<file path="src/rtl/cic_pkg.sv">
package cic_pkg;
    typedef enum logic [1:0] {
        MODE_CIC3     = 2'b00,
        MODE_DUMP     = 2'b01,
        MODE_PASS     = 2'b10,
        MODE_PASS_ALT = 2'b11
    } filt_mode_e;
endpackage

</file>
<file path="src/rtl/cic_dec_ctrl.sv">
module cic_dec_ctrl #(
    parameter int CNT_W = 13
) (
    input  logic             clk,
    input  logic             rst_n,
    input  logic             in_valid,
    input  logic             use_strobe,
    input  logic             strobe,
    input  logic [CNT_W-1:0] dec_count,
    output logic             dump
);
    localparam logic [CNT_W-1:0] ONE = CNT_W'(1);

    typedef struct packed {
        logic [CNT_W-1:0] cnt;
    } ctrl_t;

    ctrl_t s_d, s_q;
    logic  hit;

    always_comb begin
        s_d  = s_q;
        hit  = use_strobe ? strobe : (s_q.cnt == (dec_count - ONE));
        dump = in_valid & hit;
        if (in_valid) begin
            s_d.cnt = hit ? '0 : s_q.cnt + ONE;
        end
    end

    always_ff @(posedge clk) begin
        if (!rst_n) s_q <= '0;
        else        s_q <= s_d;
    end
endmodule

</file>
<file path="src/rtl/cic_scale.sv">
module cic_scale #(
    parameter int ACC_W = 46,
    parameter int SH_W  = 6,
    parameter int OUT_W = 10
) (
    input  logic signed [ACC_W-1:0] v,
    input  logic        [SH_W-1:0]  sh,
    output logic signed [OUT_W-1:0] y
);
    localparam int EXT_W = ACC_W + 1;
    localparam logic signed [EXT_W-1:0] MAXV = EXT_W'((64'sd1 <<< (OUT_W - 1)) - 64'sd1);
    localparam logic signed [EXT_W-1:0] MINV = -MAXV - EXT_W'(1);

    logic signed [EXT_W-1:0] ext, half, rnd;

    always_comb begin
        ext  = {v[ACC_W-1], v};
        half = '0;
        if (sh != '0) begin
            half = EXT_W'(1) << (sh - SH_W'(1));
        end
        rnd = (ext + half) >>> sh;
        if (rnd > MAXV)      y = MAXV[OUT_W-1:0];
        else if (rnd < MINV) y = MINV[OUT_W-1:0];
        else                 y = rnd[OUT_W-1:0];
    end
endmodule

</file>
<file path="src/rtl/cic_channel.sv">
module cic_channel
    import cic_pkg::*;
#(
    parameter int IN_W  = 10,
    parameter int ACC_W = 46,
    parameter int SH_W  = 6,
    parameter int OUT_W = 10
) (
    input  logic                    clk,
    input  logic                    rst_n,
    input  logic                    in_valid,
    input  logic                    dump,
    input  logic [1:0]              mode,
    input  logic [SH_W-1:0]         sh,
    input  logic signed [IN_W-1:0]  x,
    output logic signed [OUT_W-1:0] y
);
    typedef struct packed {
        logic signed [ACC_W-1:0] i1;
        logic signed [ACC_W-1:0] i2;
        logic signed [ACC_W-1:0] i3;
        logic signed [ACC_W-1:0] d1;
        logic signed [ACC_W-1:0] d2;
        logic signed [ACC_W-1:0] d3;
        logic signed [ACC_W-1:0] acc;
        logic signed [OUT_W-1:0] y;
    } lane_t;

    lane_t s_d, s_q;
    logic signed [ACC_W-1:0] xe, c1, c2, c3, pick;
    logic        [SH_W-1:0]  sh_eff;
    logic signed [OUT_W-1:0] scaled;
    logic                    emit;

    cic_scale #(.ACC_W(ACC_W), .SH_W(SH_W), .OUT_W(OUT_W)) u_scale (
        .v  (pick),
        .sh (sh_eff),
        .y  (scaled)
    );

    always_comb begin
        xe = {{(ACC_W-IN_W){x[IN_W-1]}}, x};
        c1 = s_q.i3 - s_q.d1;
        c2 = c1 - s_q.d2;
        c3 = c2 - s_q.d3;
        case (mode)
            MODE_CIC3: begin pick = c3;     sh_eff = sh;  end
            MODE_DUMP: begin pick = s_q.acc; sh_eff = sh; end
            default:   begin pick = xe;     sh_eff = '0;  end
        endcase
        emit = mode[1] ? in_valid : dump;

        s_d = s_q;
        if (in_valid) begin
            s_d.i1  = s_q.i1 + xe;
            s_d.i2  = s_q.i2 + s_d.i1;
            s_d.i3  = s_q.i3 + s_d.i2;
            s_d.acc = dump ? xe : s_q.acc + xe;
        end
        if (dump) begin
            s_d.d1 = s_q.i3;
            s_d.d2 = c1;
            s_d.d3 = c2;
        end
        if (emit) s_d.y = scaled;
    end

    always_ff @(posedge clk) begin
        if (!rst_n) s_q <= '0;
        else        s_q <= s_d;
    end

    assign y = s_q.y;
endmodule

</file>
<file path="src/rtl/cic_decim_top.sv">
module cic_decim_top #(
    parameter int IN_W     = 10,
    parameter int OUT_W    = 10,
    parameter int DEC_LOG2 = 12
) (
    input  logic                              clk,
    input  logic                              rst_n,
    input  logic                              in_valid,
    input  logic [IN_W-1:0]                   in_i,
    input  logic [IN_W-1:0]                   in_q,
    input  logic [1:0]                        mode,
    input  logic                              use_strobe,
    input  logic [DEC_LOG2:0]                 dec_count,
    input  logic [$clog2(IN_W+3*DEC_LOG2+1)-1:0] shift,
    input  logic                              strobe,
    output logic                              out_valid,
    output logic [OUT_W-1:0]                  out_i,
    output logic [OUT_W-1:0]                  out_q
);
    localparam int CNT_W = DEC_LOG2 + 1;
    localparam int ACC_W = IN_W + 3 * DEC_LOG2;
    localparam int SH_W  = $clog2(ACC_W + 1);
    localparam int LANES = 2;

    typedef struct packed {
        logic vld;
    } top_t;

    top_t s_d, s_q;
    logic dump;
    logic signed [IN_W-1:0]  lane_x [LANES];
    logic signed [OUT_W-1:0] lane_y [LANES];

    cic_dec_ctrl #(.CNT_W(CNT_W)) u_ctrl (
        .clk        (clk),
        .rst_n      (rst_n),
        .in_valid   (in_valid),
        .use_strobe (use_strobe),
        .strobe     (strobe),
        .dec_count  (dec_count),
        .dump       (dump)
    );

    assign lane_x[0] = in_i;
    assign lane_x[1] = in_q;

    for (genvar g = 0; g < LANES; g++) begin : g_lane
        cic_channel #(.IN_W(IN_W), .ACC_W(ACC_W), .SH_W(SH_W), .OUT_W(OUT_W)) u_lane (
            .clk      (clk),
            .rst_n    (rst_n),
            .in_valid (in_valid),
            .dump     (dump),
            .mode     (mode),
            .sh       (shift),
            .x        (lane_x[g]),
            .y        (lane_y[g])
        );
    end

    always_comb begin
        s_d     = s_q;
        s_d.vld = mode[1] ? in_valid : dump;
    end

    always_ff @(posedge clk) begin
        if (!rst_n) s_q <= '0;
        else        s_q <= s_d;
    end

    assign out_valid = s_q.vld;
    assign out_i     = lane_y[0];
    assign out_q     = lane_y[1];
endmodule

</file>
<file path="config.mk">
export PLATFORM = sky130hd
export DESIGN_NAME = cic_decim_top
export DESIGN_NICKNAME = d
export VERILOG_FILES = /design/src/rtl/cic_pkg.sv /design/src/rtl/cic_dec_ctrl.sv /design/src/rtl/cic_scale.sv /design/src/rtl/cic_channel.sv /design/src/rtl/cic_decim_top.sv
export SDC_FILE = /design/constraint.sdc
export NUM_CORES = 2
export LEC_CHECK = 0
export BUFFER_PORTS_ARGS = -buffer_cell sky130_fd_sc_hd__buf_2
export CAP_MARGIN = 10
export CORE_MARGIN = 2
export CORE_UTILIZATION = 40
export DETAILED_ROUTE_END_ITERATION = 16
export PLACE_DENSITY_LB_ADDON = 0.08
export SYNTH_ARGS = -nofsm -noshare
export SYNTH_HDL_FRONTEND = slang
export SYNTH_SLANG_ARGS = --single-unit
</file>
<file path="constraint.sdc">
create_clock -name clk -period 32.7 [get_ports clk]
set_input_delay 6.54 -clock clk [delete_from_list [all_inputs] [get_ports clk]]
set_output_delay 6.54 -clock clk [all_outputs]
set_load 0.05 [all_outputs]
</file>
==> impl_metrics.ini <==
[placement]
hpwl_um = 169000
place_congestion = 0.972
numPortBuffers = 66
dp.cells = 11425

[sta]
whs_ps = 458
max_freq_mhz = 62.3
finalSetupViolCount = 0
fin_crit_sh_pct = 49.1
final_max_slew_viol_count = 0
slew_headroom_pct = 18.7
final_hold_viol_count = 0
rsz0062_at_grt = false
fin_crit_ps = 16040
fin_skew_ps = 37.5
tightestPinTransition_ps = 1220
tns_ps = 0

[setup_path]
cp-endpoint = g_lane[1].u_lane.y[4]
reg2reg_depth = 63
cp_common_cell = buf_4
arrival_ps = 16610
r2r_setup_slack_ps = 17600
startpoint_type = input pin
critPathSlowestCell = mux2i_1
worstSetupPathType = in2reg
worstPathMaxFanout = 39
crit_path_start = mode[1]
cp_num_buf_inv = 6
critPathTopFamily = compound AO/OA/AOI/OAI gates
reg2reg_to = g_lane[1].u_lane.y[4]
r2r_start = g_lane[1].u_lane.s_q[194]
slowest_delay_ps = 920
endpoint_kind = register
cp.required_ps = 33270
cp_num_cells = 26

[cts]
ctsHoldBuffers = 0
cts_resized = 0
insertion_delay_ps = 730
cts_root_buffer = clkbuf_16
clk_pin_slew_ps = 60
cts-buffers-inserted = 92
cts_setup_buffers = 0
clockBufferDepth = 3
cts_sinks = 678
cts-htree-levels = 3
cts_tree = built

[drt]
vias = 65251
drtIter0Drc = 4525
first_pass_iters = 7
drc = 0
wire_per_inst_um = 19.2
vias_per_cell = 5.63
wirelength_um = 223000
ant_nets = 0

[final_layout]
final_nets = 9982
layout-drive-gt1-share_pct = 4.80
final_core_util_pct = 43.3
final_cells = 11587
num-fill-cells = 17815
synthToLayoutAreaGrowth_pct = 7.78

[global_routing]
antenna_found_initial = 10
grt_max_degree = 208
overflow = 0
grt_pass1_wl_um = 353000
use_met1_pct = 32.5
grt_pass1_vias = 62603
use_met3_pct = 3.36
gr-usage-met2_pct = 40.5
grt.total_usage_pct = 24.4
busiest_layer = met2

[yosys]
synth_nets = 10158
synth_top_family_by_area = compound AO/OA/AOI/OAI gates
muxShareOfSynthArea_pct = 5.61
synth-edff-count = 0
synthAdderAreaFrac_pct = 13.5
yosysWarnings = 0
ys_types = 94
synth_area_um2 = 69600
yosys.area_share.xor_xnor_pct = 8.28
ys_seq_area_share_pct = 19.5
yosys.area_share.simple_pct = 20.7
synth_flop_cell = dfxtp_1
async_reset_ff_share_pct = 0
ys_ff_latch = 678
syn_area_per_cell_um2 = 7.42
synth_cells = 9370
synth_compound_area_share_pct = 27.4

[min_path]
hold_start = g_lane[0].u_lane.s_q[142]
hp-class = reg2reg

[outcome]
status = finished clean

[die]
io_pins = 67
design.die.area_um2 = 177000
core-area_um2 = 173000
die_w_um = 421
initial_core_util_pct = 40.1
dieHeight_um = 421
rows = 153

[run]
cap_viol_max_count = 0
-- routing by layer --
layer  wire (um)  vias up  share of wire, %
li1            -    33049                 -
met1      105000    30509                47
met2      101000     1334                45
met3       10700      349               4.8
met4        6590       10               3.0
met5          92        -             0.041
-- worst min-delay path, stage by stage (launching register included) --
cell     delay, ps
dfxtp_1        310
nand2_1         50
o21ai_0         60
-- how the worst min path moves through the flow --
stage	to	slack (ps)	depth (start not counted)
2_1_floorplan	g_lane[0].u_lane.s_q[142]	440	2
3_3_place_gp	g_lane[0].u_lane.s_q[142]	450	2
3_5_place_dp	g_lane[0].u_lane.s_q[142]	450	2
4_1_cts	g_lane[0].u_lane.s_q[142]	460	2
5_1_grt	g_lane[0].u_lane.s_q[79]	480	2
6_report	g_lane[0].u_lane.s_q[142]	460	2
-- cell type report --
class                   count  area (um^2)  area share [%]
inverters                 494         1860            2.48
well taps                2325         2910            3.88
flip-flops and latches    678        13600            18.1
multi-input cells        7783        52600            70.2
clock buffers             136         2730            3.64
repair buffers            145         1000            1.34
clock inverters            23          293           0.391
diodes                      3         7.51          0.0100
-- flip-flops by register name, summed over array words and instances (netlist names) --
register,cells
out_valid,1
g_lane.u_lane.y,20
g_lane.u_lane.s_q,644
u_ctrl.s_q,13
-- per-stage QoR --
stage / worst slack, ps / area (um^2)
finish: 16660 / 75000
global route: 15960 / 75000
CTS: 17000 / 75000
detailed placement: 16220 / 71900
global placement: 16230 / 71900
floorplan: 17580 / 69600
-- synth_stat cells, types with 63 or more instances --
library cell | n | area (um^2)
xnor2_1 | 449 | 3930
o21a_1 | 93 | 698
mux2i_1 | 349 | 3490
a31oi_1 | 118 | 738
o211ai_1 | 76 | 571
o211a_1 | 72 | 721
a211oi_1 | 82 | 616
o21ai_0 | 493 | 2470
o21bai_1 | 113 | 848
nand2b_1 | 103 | 644
nor2b_1 | 333 | 2080
a21oi_1 | 853 | 4270
clkbuf_1 | 325 | 1220
dfxtp_1 | 678 | 13600
nor3_1 | 144 | 721
xor2_1 | 203 | 1780
nand3_1 | 194 | 971
a21boi_0 | 297 | 2230
ha_1 | 726 | 9080
and3_1 | 92 | 576
nand2_1 | 1163 | 4370
nor2_1 | 725 | 2720
a21o_1 | 301 | 2260
buf_1 | 63 | 236
inv_1 | 490 | 1840
-- cells in the final DEF (no fill, tap or decap), types with 32 or more instances in the layout --
master	n
o22ai_1	38
a21boi_0	297
a31oi_1	118
and2_1	51
o21a_1	93
a211o_1	32
or3_1	51
a21o_1	301
inv_1	490
nor3_1	144
or2_2	51
xor2_1	203
and3_1	92
buf_4	78
nand2_1	1159
o31ai_1	33
nand3_1	194
o21bai_1	113
a21oi_1	852
buf_2	61
mux2i_1	349
xnor2_1	449
ha_1	726
clkbuf_16	94
o21ai_0	492
o211a_1	72
a211oi_1	82
o211ai_1	76
dfxtp_1	678
nor2_1	717
nand4_1	62
nor2b_1	330
nand2b_1	102
-- cell families after synthesis --
logic type | count (synthesis)
multiplexers | 379
AO/OA/AOI/OAI | 2914
buffers and inverters | 909
AND/OR/NAND/NOR | 3094
adder cells (fa/ha/maj) | 742
flip-flops | 678
XOR/XNOR | 654
Power is not shown: default switching activity piles up to over one toggle a cycle in this logic, so the estimate is an artifact.
